**src/rtl/trace_pkg.sv**
```systemverilog
package trace_pkg;
    localparam int TRC_W = 32;

    localparam logic [3:0] PST_IDLE = 4'h0;
    localparam logic [3:0] PST_DONE = 4'h1;
    localparam logic [3:0] MK_1B    = 4'h8;
    localparam logic [3:0] MK_2B    = 4'h9;
    localparam logic [3:0] MK_3B    = 4'hA;
    localparam logic [3:0] MK_4B    = 4'hB;

    localparam int CFG_RD  = 0;
    localparam int CFG_WR  = 1;
    localparam int CFG_TGT = 2;

    typedef struct packed {
        logic             has;
        logic [3:0]       mark;
        logic [3:0]       nibs;
        logic [TRC_W-1:0] data;
    } trace_rec_t;
endpackage

```
**src/rtl/trace_event_encoder.sv**
```systemverilog
module trace_event_encoder
    import trace_pkg::*;
(
    input  logic             clk,
    input  logic             rst_n,
    input  logic             cfg_we,
    input  logic [2:0]       cfg_wdata,
    input  logic             ev_fire,
    input  logic             ev_mem,
    input  logic             ev_rd,
    input  logic             ev_wr,
    input  logic [1:0]       ev_size,
    input  logic [TRC_W-1:0] ev_data,
    input  logic             ev_cof,
    input  logic [TRC_W-1:0] ev_target,
    output trace_rec_t       rec
);
    typedef struct packed {
        logic [2:0]       cfg;
        logic [TRC_W-1:0] last_tgt;
    } enc_state_t;

    enc_state_t st_d, st_q;
    logic [TRC_W-1:0] diff;
    logic tgt_en, op_en;

    always_comb begin
        st_d   = st_q;
        rec    = '0;
        diff   = ev_target ^ st_q.last_tgt;
        tgt_en = st_q.cfg[CFG_TGT] && ev_cof;
        op_en  = ev_mem && ((ev_rd && st_q.cfg[CFG_RD]) || (ev_wr && st_q.cfg[CFG_WR]));
        if (tgt_en) begin
            rec.has  = 1'b1;
            rec.data = ev_target;
            if (diff[31:24] != '0) begin
                rec.mark = MK_4B;
                rec.nibs = 4'd8;
            end else if (diff[23:16] != '0) begin
                rec.mark = MK_3B;
                rec.nibs = 4'd6;
            end else begin
                rec.mark = MK_2B;
                rec.nibs = 4'd4;
            end
            if (ev_fire) st_d.last_tgt = ev_target;
        end else if (op_en) begin
            rec.has  = 1'b1;
            rec.data = ev_data;
            case (ev_size)
                2'd0:    begin rec.mark = MK_1B; rec.nibs = 4'd2; end
                2'd1:    begin rec.mark = MK_2B; rec.nibs = 4'd4; end
                default: begin rec.mark = MK_4B; rec.nibs = 4'd8; end
            endcase
        end
        if (cfg_we) st_d.cfg = cfg_wdata;
    end

    always_ff @(posedge clk) begin
        if (!rst_n) st_q <= '0;
        else        st_q <= st_d;
    end

    assert_regonly_hidden_R5: assert property (@(posedge clk) disable iff (!rst_n)
        (ev_fire && !ev_mem && !ev_cof) |-> !rec.has);
    assert_tgt_off_R6: assert property (@(posedge clk) disable iff (!rst_n)
        (ev_fire && !st_q.cfg[CFG_TGT] && !ev_mem) |-> !rec.has);
endmodule

```
**src/rtl/trace_fifo.sv**
```systemverilog
module trace_fifo
    import trace_pkg::*;
#(
    parameter int DEPTH = 4
) (
    input  logic       clk,
    input  logic       rst_n,
    input  logic       push,
    input  trace_rec_t wr_rec,
    input  logic       pop,
    output trace_rec_t rd_rec,
    output logic       empty,
    output logic       full
);
    localparam int PW = (DEPTH > 1) ? $clog2(DEPTH) : 1;
    localparam int CW = $clog2(DEPTH + 1);

    typedef struct packed {
        trace_rec_t [DEPTH-1:0] mem;
        logic [PW-1:0]          wptr;
        logic [PW-1:0]          rptr;
        logic [CW-1:0]          cnt;
    } fifo_state_t;

    fifo_state_t st_d, st_q;

    always_comb begin
        st_d   = st_q;
        empty  = (st_q.cnt == '0);
        full   = (st_q.cnt == CW'(DEPTH));
        rd_rec = st_q.mem[st_q.rptr];
        if (push) begin
            st_d.mem[st_q.wptr] = wr_rec;
            st_d.wptr = (st_q.wptr == PW'(DEPTH - 1)) ? '0 : st_q.wptr + 1'b1;
        end
        if (pop) begin
            st_d.rptr = (st_q.rptr == PW'(DEPTH - 1)) ? '0 : st_q.rptr + 1'b1;
        end
        if (push && !pop)      st_d.cnt = st_q.cnt + 1'b1;
        else if (pop && !push) st_d.cnt = st_q.cnt - 1'b1;
    end

    always_ff @(posedge clk) begin
        if (!rst_n) st_q <= '0;
        else        st_q <= st_d;
    end

    assert_no_overflow_R9: assert property (@(posedge clk) disable iff (!rst_n)
        push |-> !full);
    assert_no_underflow_R1: assert property (@(posedge clk) disable iff (!rst_n)
        pop |-> !empty);
    assert_full_holds_R9: assert property (@(posedge clk) disable iff (!rst_n)
        (full && !pop) |=> full);
endmodule

```
**src/rtl/trace_serializer.sv**
```systemverilog
module trace_serializer
    import trace_pkg::*;
(
    input  logic       clk,
    input  logic       rst_n,
    input  trace_rec_t head,
    input  logic       empty,
    output logic       pop,
    output logic [3:0] pst,
    output logic [3:0] dd
);
    typedef struct packed {
        logic [3:0]       mark_pend;
        logic [TRC_W-1:0] shift;
        logic [3:0]       left;
        logic [3:0]       pst;
        logic [3:0]       dd;
    } ser_state_t;

    ser_state_t st_d, st_q;

    always_comb begin
        st_d     = st_q;
        pop      = 1'b0;
        st_d.pst = PST_IDLE;
        st_d.dd  = 4'h0;
        if (st_q.mark_pend != 4'h0) begin
            st_d.pst       = st_q.mark_pend;
            st_d.mark_pend = 4'h0;
        end else if (st_q.left != 4'd0) begin
            st_d.dd    = st_q.shift[3:0];
            st_d.shift = st_q.shift >> 4;
            st_d.left  = st_q.left - 4'd1;
        end else if (!empty) begin
            pop            = 1'b1;
            st_d.pst       = PST_DONE;
            st_d.mark_pend = head.has ? head.mark : 4'h0;
            st_d.shift     = head.data;
            st_d.left      = head.has ? head.nibs : 4'd0;
        end
    end

    always_ff @(posedge clk) begin
        if (!rst_n) st_q <= '0;
        else        st_q <= st_d;
    end

    assign pst = st_q.pst;
    assign dd  = st_q.dd;

    assert_marker_after_done_R8: assert property (@(posedge clk) disable iff (!rst_n)
        (pst[3] == 1'b1) |-> ($past(pst) == PST_DONE));
    assert_marker_then_nibble_R8: assert property (@(posedge clk) disable iff (!rst_n)
        (pst[3] == 1'b1) |=> (pst == PST_IDLE));
    assert_quiet_data_R8: assert property (@(posedge clk) disable iff (!rst_n)
        (pst != PST_IDLE) |-> (dd == 4'h0));
endmodule

```
**src/rtl/trace_status_encoder.sv**
```systemverilog
module trace_status_encoder
    import trace_pkg::*;
#(
    parameter int QDEPTH = 4
) (
    input  logic        clk,
    input  logic        rst_n,
    input  logic        cfg_we,
    input  logic [2:0]  cfg_wdata,
    input  logic        ev_valid,
    output logic        ev_ready,
    input  logic        ev_mem,
    input  logic        ev_rd,
    input  logic        ev_wr,
    input  logic [1:0]  ev_size,
    input  logic [31:0] ev_data,
    input  logic        ev_cof,
    input  logic [31:0] ev_target,
    output logic [3:0]  trc_status,
    output logic [3:0]  trc_data
);
    trace_rec_t new_rec, head_rec;
    logic fire, q_full, q_empty, q_pop;

    assign ev_ready = !q_full;
    assign fire     = ev_valid && ev_ready;

    trace_event_encoder i_enc (
        .clk(clk), .rst_n(rst_n), .cfg_we(cfg_we), .cfg_wdata(cfg_wdata),
        .ev_fire(fire), .ev_mem(ev_mem), .ev_rd(ev_rd), .ev_wr(ev_wr),
        .ev_size(ev_size), .ev_data(ev_data), .ev_cof(ev_cof),
        .ev_target(ev_target), .rec(new_rec)
    );

    trace_fifo #(.DEPTH(QDEPTH)) i_q (
        .clk(clk), .rst_n(rst_n), .push(fire), .wr_rec(new_rec),
        .pop(q_pop), .rd_rec(head_rec), .empty(q_empty), .full(q_full)
    );

    trace_serializer i_ser (
        .clk(clk), .rst_n(rst_n), .head(head_rec), .empty(q_empty),
        .pop(q_pop), .pst(trc_status), .dd(trc_data)
    );

    assert_stall_when_full_R9: assert property (@(posedge clk) disable iff (!rst_n)
        (!ev_ready && !q_pop) |=> !ev_ready);
endmodule

```
**config.mk**
```make
export PLATFORM = sky130hd
export DESIGN_NAME = trace_status_encoder
export DESIGN_NICKNAME = d
export VERILOG_FILES = /design/src/rtl/trace_pkg.sv /design/src/rtl/trace_event_encoder.sv /design/src/rtl/trace_fifo.sv /design/src/rtl/trace_serializer.sv /design/src/rtl/trace_status_encoder.sv
export SDC_FILE = /design/constraint.sdc
export NUM_CORES = 1
export LEC_CHECK = 0
export BUFFER_PORTS_ARGS = -buffer_cell sky130_fd_sc_hd__buf_2
export CORE_MARGIN = 1.5
export CORE_UTILIZATION = 30
export CTS_CLUSTER_DIAMETER = 30
export DETAILED_ROUTE_END_ITERATION = 12
export PLACE_DENSITY = 0.47
export REMOVE_ABC_BUFFERS = 1
export SETUP_SLACK_MARGIN = 0.5
export SLEW_MARGIN = 20
export SYNTH_ARGS = -nofsm -noshare
export SYNTH_HDL_FRONTEND = slang
export SYNTH_HIERARCHICAL = 1
export SYNTH_SLANG_ARGS = --single-unit
```
**constraint.sdc**
```tcl
create_clock -name clk -period 3.45 [get_ports clk]
set_input_delay 0.1725 -clock clk [delete_from_list [all_inputs] [get_ports clk]]
set_output_delay 0.1725 -clock clk [all_outputs]
set_load 0.02 [all_outputs]
```
### Yosys cells after proc, flatten, opt, wreduce, memory -nomap -nowiden

Index checks and enable logic that the tools add are counted.

* bits in registers: 254
* input bits: 77
* output and inout port bits: 9
* word-level logic and storage cells: 91

* $add $sub $neg: 5
* $lt $le $gt $ge: 3
* eq/ne operators: 5
* muxes and demuxes: 23
* bitwise logic cells: 5
* reductions and logical operators: 24

Operators with widths (number)
* bitwise mux 164 bit: 1
* two-way mux 41 bit: 4
* binary-select mux 41 bit (select 2 bit): 1
* demux 41 bit (select 2 bit): 1
* two-way mux 40 bit: 1
* two-way mux 36 bit: 1
* bitwise XOR 32 bit: 1
* two-way mux 4 bit: 4
* nonzero test 8 bit: 2
* case mux 6 bit (2 select lines): 1
* logical AND 1 bit: 8
* two-way mux 8 bit: 1
* nonzero test 4 bit: 2
* less-than comparator 2 x 3 -> 1 bit, second input constant: 2
* two-way mux 3 bit: 2
* two-way mux 6 bit: 1
* AND reduction 2 bit: 3
* adder 2 x 1 -> 2 bit, second input constant: 2
* equality test 2 bit, second input constant: 2
* two-way mux 2 bit: 2
* inverter 1 bit: 4
* subtractor 4 x 1 -> 4 bit, second input constant: 1
* adder 3 x 1 -> 3 bit, second input constant: 1
* equality test 3 bit, second input constant: 1
* other kinds (12): 16

### Depth between registers and ports, before layout

Gate-level depths: netlist of the first run.

* depth after elaboration: 7
* gate-level depth with buffers: 12
* mapped depth without buffers: 12

### Hierarchy

The synthesis of the first run kept the hierarchy.

Modules (own cells, without submodules)
* trace_fifo: times used 1, cells each 809, area an instance 7583.5 um2, sequential area each 3423.3 um2
* trace_serializer: times used 1, cells each 261, area an instance 2297.2 um2, sequential area each 960.9 um2
* trace_event_encoder: times used 1, cells each 228, area an instance 1547.7 um2, sequential area each 380.4 um2
* trace_status_encoder: times used 1, cells each 2, area an instance 10.0 um2, sequential area each 0.0 um2

### Worst setup path after synthesis of the first run

OpenSTA, ideal clock, no wires.

* path type: reg2reg
* start: register i_q/st_q[0] in the netlist's numbering
* end: register i_q/st_q[2] in the netlist's numbering
* library setup time: 0.076 ns
* arrival time: 2.443 ns
* data required time: 3.374 ns
* path slack: 0.932 ns
* cell stages (with the launch flop): 12
* buffers on the path: 0
* clock period less this slack: 2.518 ns
* cells stage by stage: dfxtp_1 > nor3_1 > nor4b_2 > nand2_1 > inv_1 > inv_1 > ha_1 > inv_1 > fa_1 > xor2_1 > or3_1 > a21boi_0

* cells in the longest elaborated chain, start to end: 7
* elaborated cells on any way between the ends: 16
* those cells by class: 2 x add/sub; 1 x eq/ne; 5 x mux; 8 x reduce/logical

RTL lines
* from (decl): line trace_fifo.sv:25 `fifo_state_t st_d, st_q;`
* from (signal assigned): line trace_fifo.sv:45 `else st_q <= st_d;`
* zero test 3 bit *: line trace_fifo.sv:29 `empty = (st_q.cnt == '0);`
* named net q_empty: line trace_status_encoder.sv:23 `logic fire, q_full, q_empty, q_pop;`
* two-way mux 1 bit *: line trace_serializer.sv:34 `end else if (!empty) begin`
* two-way mux 1 bit *: line trace_serializer.sv:30 `end else if (st_q.left != 4'd0) begin`
* two-way mux 1 bit *: line trace_serializer.sv:27 `if (st_q.mark_pend != 4'h0) begin`
* named net q_pop: line trace_status_encoder.sv:23
* zero test 1 bit: line trace_fifo.sv:39 `if (push && !pop) st_d.cnt = st_q.cnt + 1'b1;`
* logical AND 1 bit: line trace_fifo.sv:39
* two-way mux 3 bit / nonzero test 2 bit (equally long branches)

Mark *: on every way through the listed nets, which the timed path passes. The rest lies on a longest branch. The select of a mux whose other input is x is not followed.
A chain may end at the register's enable or synchronous reset.

### Worst setup path in the final report of the first run

* start: register i_ser/st_q[8] in the netlist's numbering
* end: register i_q/st_q[2] in the netlist's numbering

* cells in the longest elaborated chain, start to end: 6
* elaborated cells on any way between the ends: 8
* those cells by class: 3 x mux; 5 x reduce/logical

RTL lines
* from (decl): line trace_serializer.sv:20 `ser_state_t st_d, st_q;`
* from (signal assigned): line trace_serializer.sv:45 `else st_q <= st_d;`
* nonzero test 4 bit *: line trace_serializer.sv:30
* two-way mux 1 bit *: line trace_serializer.sv:30
* two-way mux 1 bit *: line trace_serializer.sv:27
* named net q_pop: line trace_status_encoder.sv:23
* zero test 1 bit: line trace_fifo.sv:39
* logical AND 1 bit: line trace_fifo.sv:39
* two-way mux 3 bit / nonzero test 2 bit (equally long branches)

Mark *: on every way through the listed nets, which the timed path passes. The rest lies on a longest branch.

==> flow_metrics.tcl, run 1 <==
set metrics [dict create \
    outcome "complete, no violations" \
    cts_setup_buffers 0 \
    clk_latency_ns 0.57 \
    num_antenna_cells 0 \
    port_buffers 85 \
    report.final.slew_viol_count 0 \
    routed_wl_um 33500 \
    cp_data_arrival_time_ns 3.21 \
    drtAntennaViolNets 0 \
    ys_top_cells_by_area "dfxtp_1 (42%), nand2_1 (15%), mux4_2 (7.7%)" \
    setup_viol 0 \
    initialDrtViolationCount 482 \
    p_leak_nw 5.16 \
    p_per_area_mw_per_mm2 804 \
    critical_path_class "reg2reg" \
    cts_inserted_buffers 60 \
    synthFlopType "dfxtp_1" \
    cts_tree "done" \
    p_seq_frac 0.283 \
    grt_start_max_net_pins 87 \
    layout_min_cycle_time_ns 2.73 \
    overflow 0 \
    rsz0062_at_grt "no" \
    final_layout_size_suffix_gt1_frac 0.205 \
    cts_buffer_depth 3 \
    grtUsageTotal 0.173 \
    swShare 0.289 \
    die_x_um 198 \
    synth_cell_type_count 58 \
    die_h_um 198 \
    wl_met2_um 15600 \
    grt_pass1_wl_um 52500 \
    synth_edf_count 0 \
    clock.fmax_ghz 0.367 \
    hp-class "in2reg" \
    wl_met1_um 15900 \
    dp_hpwl_um 20700 \
    met3WireLength_um 1540 \
    fin_crit_sh 0.791 \
    start_kind "flip-flop" \
    cp.required_ns 3.93 \
    power_frac_comb 0.197 \
    drt-vias-per-instance 4.79 \
    yosys.area.top_type "dfxtp_1" \
    drcViolationCount 0 \
    yosysTopAreaCellShare 0.417 \
    rows 71 \
    coreArea_mm2 0.0376 \
    synth_warnings 6 \
    clk_pin_slew_worst_paths_ns 0.04 \
    highest_layer "met4" \
    finClkSkew_ns 0.0226 \
    syn_inst 1300 \
    ys_top_cells_by_count "nand2_1 (459), dfxtp_1 (238), a21boi_1 (88)" \
    syn_area_per_cell_um2 8.80 \
    worstMarginPinSlew_ns 0.983 \
    syn_area_mm2 0.0114 \
    wl_per_cell_um 17.3 \
    critPathCaptureType "flip-flop" \
    postPlaceCellArea_mm2 0.0120 \
    die-area_mm2 0.0393 \
    nNetsFinal 1467 \
    pwr-share-clk 0.519 \
    htreeDepth 2 \
    slew_headroom 0.343 \
    vdd_drop_max_mv 0.644 \
    dr_total_vias 9297 \
    crit_fanout 7 \
    num_io_pins 86 \
    fin_area_mm2 0.0144 \
    p_switching_mw 3.35 \
    synth-seq-area-share 0.417 \
    grt_pass1_vias 9111 \
    cts_root_buf "clkbuf_16" \
    area_growth_pct 26.0 \
    maxCapViolCount 0 \
    dp.cells 1809 \
    place_congestion 0.740 \
    async_flop_share 0 \
    fin_tns_setup_ns 0 \
    numClockSinks 238 \
    yosysMostFrequentCell "nand2_1" \
    timing.final.hold_violations 0 \
    p_int_mw 8.24 \
    synth-seq-cells 238 \
    antenna_found_initial 0 \
    dr.pass1.iters 4 \
    post_layout_nonfiller_instances 1942 \
    floorplan.initialDensity 0.304 \
    whs_ns 0.111 \
]
-- sequential cells by signal, indices dropped and copies added (netlist names) --
| name | cells |
|---|---|
| i_enc/st_q | 19 |
| i_q/st_q | 171 |
| i_ser/dd | 4 |
| i_ser/pst | 4 |
| i_ser/st_q | 40 |
-- layout make-up --
class                   count  area [um2]
fillers                  3794       23200
multi-input cells         935        5870
flip-flops and latches    238        4770
clock buffers              79        1710
repair buffers            137         898
well taps                 511         639
clock inverters            32         488
inverters                  10        37.5
-- critical path, stage by stage (launching register included) --
cell	delay (ns)
dfxtp_1	0.33
inv_1	0.07
ha_1	0.27
nor4b_2	0.45
nand2_1	0.26
inv_1	0.19
inv_1	0.08
ha_1	0.22
inv_1	0.08
fa_1	0.17
xor2_1	0.07
or3_1	0.30
a21boi_0	0.16
-- what timing repair did --
action / 4_1_cts / 5_1_grt
endpoints found under the hold margin: 19 / 0
gates resized for setup: 0 / 0
hold buffers: 22 / 0
-- per-stage QoR --
step                      total power, mW  setup WS, ns  utilization
after floorplan                      4.70        -0.268            -
after global placement               5.60         0.853        0.319
after detailed placement             5.61         0.770        0.319
after CTS                            11.7         0.749        0.384
after global routing                 12.1         0.542        0.384
final                                11.6         0.722        0.384
-- power by group through the flow --
| stage | clock network (mW) | registers, mW | logic [mW] |
|---|---|---|---|
| after global placement | 0 | 3.32 | 2.28 |
| final | 6.02 | 3.28 | 2.29 |
| after global routing | 6.28 | 3.32 | 2.50 |
| after floorplan | 0 | 3.33 | 1.38 |
| after detailed placement | 0 | 3.33 | 2.29 |
| after CTS | 6.12 | 3.28 | 2.31 |
-- cell usage in the layout, fill, tap and decap left out, types with 10 or more instances in the layout --
cell type	Yosys	final
mux4_2	39	39
buf_4	26	29
nand2_1	459	459
nand3b_1	29	29
a21boi_1	88	88
o21ai_0	40	40
a21boi_2	10	10
xnor2_1	17	17
nand2_2	11	11
a311oi_1	27	27
a21oi_1	37	37
clkbuf_8	0	12
dfxtp_1	238	236
nor2b_1	10	10
buf_2	36	84
clkinv_2	0	11
a21boi_0	83	83
bufinv_16	0	12
dlygate4sd3_1	0	22
clkbuf_16	0	61
inv_1	10	10
-- cell families (layout without fill, tap and decap cells) --
family	Yosys count	count (layout)	synth area share
DFF	238	238	0.417
other	1	2	0.000328
and+or+nand+nor	555	555	0.209
muxes	50	50	0.0893
adders and majority gates	8	8	0.00941
xor gates and xnor gates	18	18	0.0138
AOI/OAI and AO/OA	302	302	0.189
buffers and inverters	128	258	0.0729
-- routing by layer --
layer,track usage,vias up
li1,-,4596
met1,0.232,4434
met2,0.284,219
met3,0.0337,48
met4,0.0466,0
met5,0,-
-- final timing paths --
path,start,endpoint,slack (ns),depth (start not counted)
worst min register to register,i_q/st_q[35],i_q/st_q[35],0.45,2
worst max register to register,i_ser/st_q[8],i_q/st_q[2],0.72,12
worst max-delay path,i_ser/st_q[8],i_q/st_q[2],0.72,12
worst min-delay path,ev_data[28],i_q/st_q[158],0.11,5
(Power assumes the default switching activity.)
==> inputs of run 2 (changes only) <==
- ABC_AREA: not set -> 1
- PLACE_DENSITY: 0.47 -> 0.48
- clock period: 3.45 -> 2.28 ns (I/O delays scaled with it)
==> flow_metrics.tcl, run 2 <==
set metrics [dict create \
    slew_headroom 0.607 \
    cts_tree "done" \
    report.final.slew_viol_count 0 \
    final_common_cell "nor2_1" \
    htreeDepth 3 \
    vdd_drop_max_mv 0.800 \
    grtUsageMet1 0.234 \
    area_growth_pct 35.4 \
    synth_warnings 6 \
    layout_min_cycle_time_ns 1.82 \
    syn_area_mm2 0.0113 \
    crit_start "i_q/st_q[1]" \
    yosys.area.top_type "dfxtp_1" \
    cts_root_buf "clkbuf_16" \
    rr_startpoint "i_q/st_q[1]" \
    pwr-share-clk 0.437 \
    power_frac_comb 0.337 \
    drt-vias-per-instance 4.74 \
    critical_path_class "reg2reg" \
    synth_edf_count 0 \
    ys_top_cells_by_count "nor2_1 (480), o21ai_0 (284), dfxtp_1 (238)" \
    maxCapViolCount 0 \
    nNetsFinal 1871 \
    coreArea_mm2 0.0368 \
    drcViolationCount 0 \
    p_switching_mw 7.88 \
    outcome "complete, no violations" \
    place_congestion 0.750 \
    timing.final.hold_violations 0 \
    largest-register "i_q/st_q" \
    reg.largest.list "i_q/st_q (171), i_ser/st_q (40), i_enc/st_q (19)" \
    p_seq_frac 0.226 \
    crit_end "i_q/st_q[2]" \
    port_buffers 85 \
    hp-class "in2reg" \
    antenna_found_initial 0 \
    floorplan.initialDensity 0.306 \
    grt_start_max_net_pins 118 \
    worstMarginPinSlew_ns 0.583 \
    overflow 0 \
    numClockSinks 238 \
    crit_fanout 4 \
    fin_tns_setup_ns 0 \
    critPathCaptureType "flip-flop" \
    start_kind "flip-flop" \
    dr.pass1.iters 5 \
    grt_pass1_wl_um 56300 \
    synth-seq-area-share 0.423 \
    yosysMostFrequentCell "nor2_1" \
    async_flop_share 0 \
    cts_buffer_depth 3 \
    fin_area_mm2 0.0152 \
    die_x_um 197 \
    most-common-layout-cells "nor2_1 (480), o21ai_0 (276), nand2_1 (234)" \
    initialDrtViolationCount 622 \
    clock.fmax_ghz 0.550 \
    num_io_pins 86 \
    rsz0062_at_grt "yes" \
    largest_reg_flops 171 \
    swShare 0.343 \
    dr_total_vias 11000 \
    gr-usage-met3 0.0373 \
    wl_per_cell_um 16.4 \
    clk_latency_ns 0.56 \
    rrSetupSlack_ns 0.46 \
    max_stage_delay_ns 0.36 \
    critPathSlowestCell "fa_2" \
    synthFlopType "dfxtp_1" \
    cts_inserted_buffers 74 \
    grtUsageTotal 0.184 \
    top_usage_layer "met2" \
    postPlaceCellArea_mm2 0.0120 \
    setup_viol 0 \
    p_int_mw 15.1 \
    r2r_cells 12 \
    rows 70 \
    p_per_area_mw_per_mm2 1510 \
    die_h_um 197 \
    die-area_mm2 0.0387 \
    synth-seq-cells 238 \
    fin_crit_sh 0.797 \
    final.setup.worst_slack_ns 0.463 \
    hp-start "ev_data[19]" \
    ys_top_cells_by_area "dfxtp_1 (42%), nor2_1 (16%), o21ai_0 (13%)" \
    syn_area_per_cell_um2 6.83 \
    num_antenna_cells 0 \
    cp_data_arrival_time_ns 2.27 \
    yosysTopAreaCellShare 0.423 \
    dp_slack_ns 0.0543 \
    syn_inst 1648 \
    grt_use_met2 0.310 \
    clk_pin_slew_worst_paths_ns 0.04 \
    path_cells "nor3_4 > inv_2 > nand3_2 > nor2_4 > inv_2 > ha_4 > inv_4 > fa_2 > nand2_1 > nand4_1 > nand2_1 > nor2_1" \
    synth_cell_type_count 33 \
    r2r_end "i_q/st_q[2]" \
    finClkSkew_ns 0.0162 \
    grt_pass1_vias 10500 \
    p_leak_nw 6.37 \
    dp_hpwl_um 20500 \
    cp.required_ns 2.73 \
    drtAntennaViolNets 0 \
    routed_wl_um 37800 \
    final_layout_size_suffix_gt1_frac 0.187 \
]
-- run 2: changes by cell type in the layout (fill, tap and decap cells not counted), moves of 66 or more --
cell,before,now
o21ai_0,40,276
a21boi_1,88,0
inv_1,10,76
nand2_1,459,234
nor2_1,4,480
a21boi_0,83,0
-- run 2: area by class of cell --
class	count	area, um2
fillers	3833	21500
multi-input cells	1203	5520
flip-flops and latches	238	4780
clock buffers	109	2150
repair buffers	178	1500
well taps	468	586
inverters	90	359
clock inverters	25	334
repair inverters	1	8.76
-- run 2: what timing repair did --
item | CTS | global route
gates cloned | 1 | 11
endpoints found under the hold margin | 23 | 0
endpoints found under the setup margin | 178 | 135
hold buffers | 28 | 0
setup buffers | 9 | 6
gates resized for setup | 24 | 28
pin swaps | 5 | 8
-- run 2: worst max-delay path, delay by kind of cell (launching register included) --
kind	cells	cell delay (ns)
buffers and inverters	3	0.17
flip-flops	1	0.35
adder cells (fa/ha/maj)	2	0.50
AND/OR/NAND/NOR	7	0.68
-- run 2: worst min path at each step --
stage	to	slack, ns	depth (start not counted)
after floorplan	i_q/st_q[2]	0.24	2
after global placement	i_enc/st_q[34]	0.34	3
after detailed placement	i_enc/st_q[34]	0.35	3
after CTS	i_q/st_q[145]	0.003	4
after global routing	i_q/st_q[104]	0.05	4
final	i_q/st_q[149]	0.02	4
-- run 2: power groups by stage --
stage	Combinational, mW	Clock, mW	Sequential (mW)
floorplan	4.02	0	5.28
global placement	6.21	0	5.18
detailed placement	6.23	0	5.20
CTS	6.49	10.2	5.16
global route	8.56	10.5	5.25
finish	7.74	10.0	5.18
-- run 2: stage by stage --
stage,power [mW],hold WS [ns],utilization,std cells
finish,23.0,0.0184,0.414,2312
global route,24.3,0.0454,0.414,2312
CTS,21.9,0.00301,0.405,2295
detailed placement,11.4,0.351,0.325,2123
global placement,11.4,0.337,0.325,2123
floorplan,9.30,0.235,-,1531
-- run 2: logic make-up after synthesis --
group	count (synthesis)	synth area share
AO/OA/AOI/OAI	396	0.187
XOR/XNOR	6	0.00467
adder cells (fa/ha/maj)	8	0.00956
buffers and inverters	208	0.0941
flip-flops	238	0.423
other	1	0.000333
AND/OR/NAND/NOR	791	0.281
-- run 2: layer usage --
layer,part of all wire,routed length [um],vias to the layer above
met5,0,0,-
met4,0.018,692,0
met3,0.039,1470,60
met2,0.47,17800,233
met1,0.47,17900,5069
li1,-,-,5603
==> inputs of run 3 (changes only) <==
- PLACE_DENSITY: 0.48 -> 0.47
- clock period: 2.28 -> 1.9 ns (I/O delays scaled with it)
==> flow_metrics.tcl, run 3 (synthesized netlist as in run 2, its figures left out) <==
set metrics [dict create \
    outcome "complete, but fails checks" \
    violations "negative hold slack" \
    drcViolationCount 0 \
    fillers 3624 \
    report.final.slew_viol_count 0 \
    power_frac_comb 0.398 \
    nNetsFinal 1943 \
    finClkSkew_ns 0.0134 \
    htreeDepth 3 \
    dr.pass1.iters 5 \
    die_x_um 197 \
    floorplan.initialDensity 0.306 \
    post_layout_nonfiller_instances 2379 \
    grt_pass1_vias 10900 \
    cts_inserted_buffers 68 \
    critPathCaptureType "flip-flop" \
    die-area_mm2 0.0387 \
    port_buffers 85 \
    wl_per_cell_um 17.6 \
    routed_wl_um 41900 \
    hp-class "in2reg" \
    critical_path_class "reg2reg" \
    swShare 0.351 \
    timing.final.hold_violations 5 \
    start_kind "flip-flop" \
    drt-vias-per-instance 4.84 \
    p_int_mw 19.5 \
    overflow 0 \
    worstMarginPinSlew_ns 0.573 \
    dr_total_vias 11500 \
    pwr-share-clk 0.394 \
    cp.required_ns 2.38 \
    num_io_pins 86 \
    final_common_cell "nor2_1" \
    largest-register "i_q/st_q" \
    layout_min_cycle_time_ns 1.75 \
    place_congestion 0.749 \
    dp.cells 2143 \
    num_antenna_cells 0 \
    dp_hpwl_um 21200 \
    numClockSinks 238 \
    vdd_drop_max_mv 0.832 \
    most-common-layout-cells "nor2_1 (449), o21ai_0 (234), dfxtp_1 (232)" \
    setup_viol 0 \
    drtAntennaViolNets 0 \
    p_per_area_mw_per_mm2 1760 \
    cts_root_buf "clkbuf_16" \
    p_leak_nw 7.12 \
    crit_fanout 2 \
    whs_ns -0.00224 \
    maxCapViolCount 0 \
    grt_pass1_wl_um 59700 \
    clk_latency_ns 0.56 \
    largest_reg_flops 171 \
    p_seq_frac 0.208 \
    fin_crit_sh 0.919 \
    clock.fmax_ghz 0.573 \
    final_layout_size_suffix_gt1_frac 0.267 \
    cts_tree "done" \
    rows 70 \
    area_growth_pct 51.4 \
    clk_pin_slew_worst_paths_ns 0.04 \
    grtUsageTotal 0.198 \
    coreArea_mm2 0.0368 \
    cts_buffer_depth 3 \
    slew_headroom 0.615 \
    antenna_found_initial 0 \
    initialDrtViolationCount 781 \
    p_switching_mw 10.5 \
    rsz0062_at_grt "yes" \
    die_h_um 197 \
    cp_data_arrival_time_ns 2.23 \
    grt_start_max_net_pins 103 \
    reg.largest.list "i_q/st_q (171), i_ser/st_q (40), i_enc/st_q (19)" \
]
-- run 3: cell count changes in the layout (fill, tap and decap cells not counted), sizes merged --
cell,delta
buf,+34
clkinv,+2
inv,-2
bufbuf,+6
dlygate4sd3,+29
clkbuf,-9
nand2,+3
clkinvlp,+1
bufinv,+3
-- run 3: cell type report --
cell class / instances / area (um2) / area share
Multi-Input combinational cell: 1206 / 6150 / 0.361
Tap cell: 468 / 586 / 0.0344
Clock buffer: 93 / 1970 / 0.115
Sequential cell: 238 / 4770 / 0.280
Timing Repair Buffer: 254 / 2750 / 0.161
Clock inverter: 30 / 425 / 0.0250
Inverter: 90 / 385 / 0.0226
-- run 3: what timing repair did --
item | in CTS | in global routing
gates resized for setup | 87 | 222
hold buffers | 56 | 1
gates cloned | 7 | 21
endpoints found under the hold margin | 89 | 1
endpoints found under the setup margin | 227 | 231
pin swaps | 7 | 57
buffers inserted | 11 | 17
-- run 3: through the flow --
stage	area (um2)	worst slack, ns	TNS [ns]	utilization	power [mW]
after floorplan	10500	-1.40	-87.50	-	11.2
after global placement	12300	-0.0177	-0.0177	0.333	14.1
after detailed placement	12300	-0.0686	-0.0686	0.333	14.1
after CTS	15800	0.138	0	0.430	26.9
after global routing	17000	0.00641	0	0.463	31.6
final	17000	0.154	0	0.463	30.0
-- run 3: critical path, cell delays in order (launching register included) --
cell,delay (ns)
dfxtp_2,0.32
nor3_4,0.19
inv_2,0.07
nand3_4,0.09
nor2_4,0.04
inv_2,0.06
ha_4,0.14
inv_4,0.04
fa_2,0.38
inv_2,0.06
nand2_2,0.06
nand4_1,0.06
nand2_1,0.06
nor2_1,0.10
-- run 3: routing by layer --
layer,vias to the layer above,GRT usage,part of all wire
met5,-,0,0
met4,0,0.0656,0.029
met1,5361,0.253,0.46
li1,5750,-,-
met3,81,0.0402,0.049
met2,313,0.335,0.47
-- run 3: power groups by stage --
stage	Clock, mW	Sequential, mW	Combinational, mW
after CTS	12.0	6.20	8.76
after global placement	0	6.23	7.85
after floorplan	0	6.33	4.83
after global routing	12.3	6.31	13.0
final	11.8	6.23	11.9
after detailed placement	0	6.25	7.85
-- run 3: path summary, 6_finish.rpt --
kind | startpoint | to | slack, ns | cells past startpoint
hold reg to reg | i_ser/st_q[45] | i_ser/pst[1] | 0.44 | 2
hold / removal | rst_n | i_q/st_q[36] | -0.002 | 3
setup / recovery | i_q/st_q[2] | i_q/st_q[2] | 0.15 | 13
setup reg to reg | i_q/st_q[2] | i_q/st_q[2] | 0.15 | 13
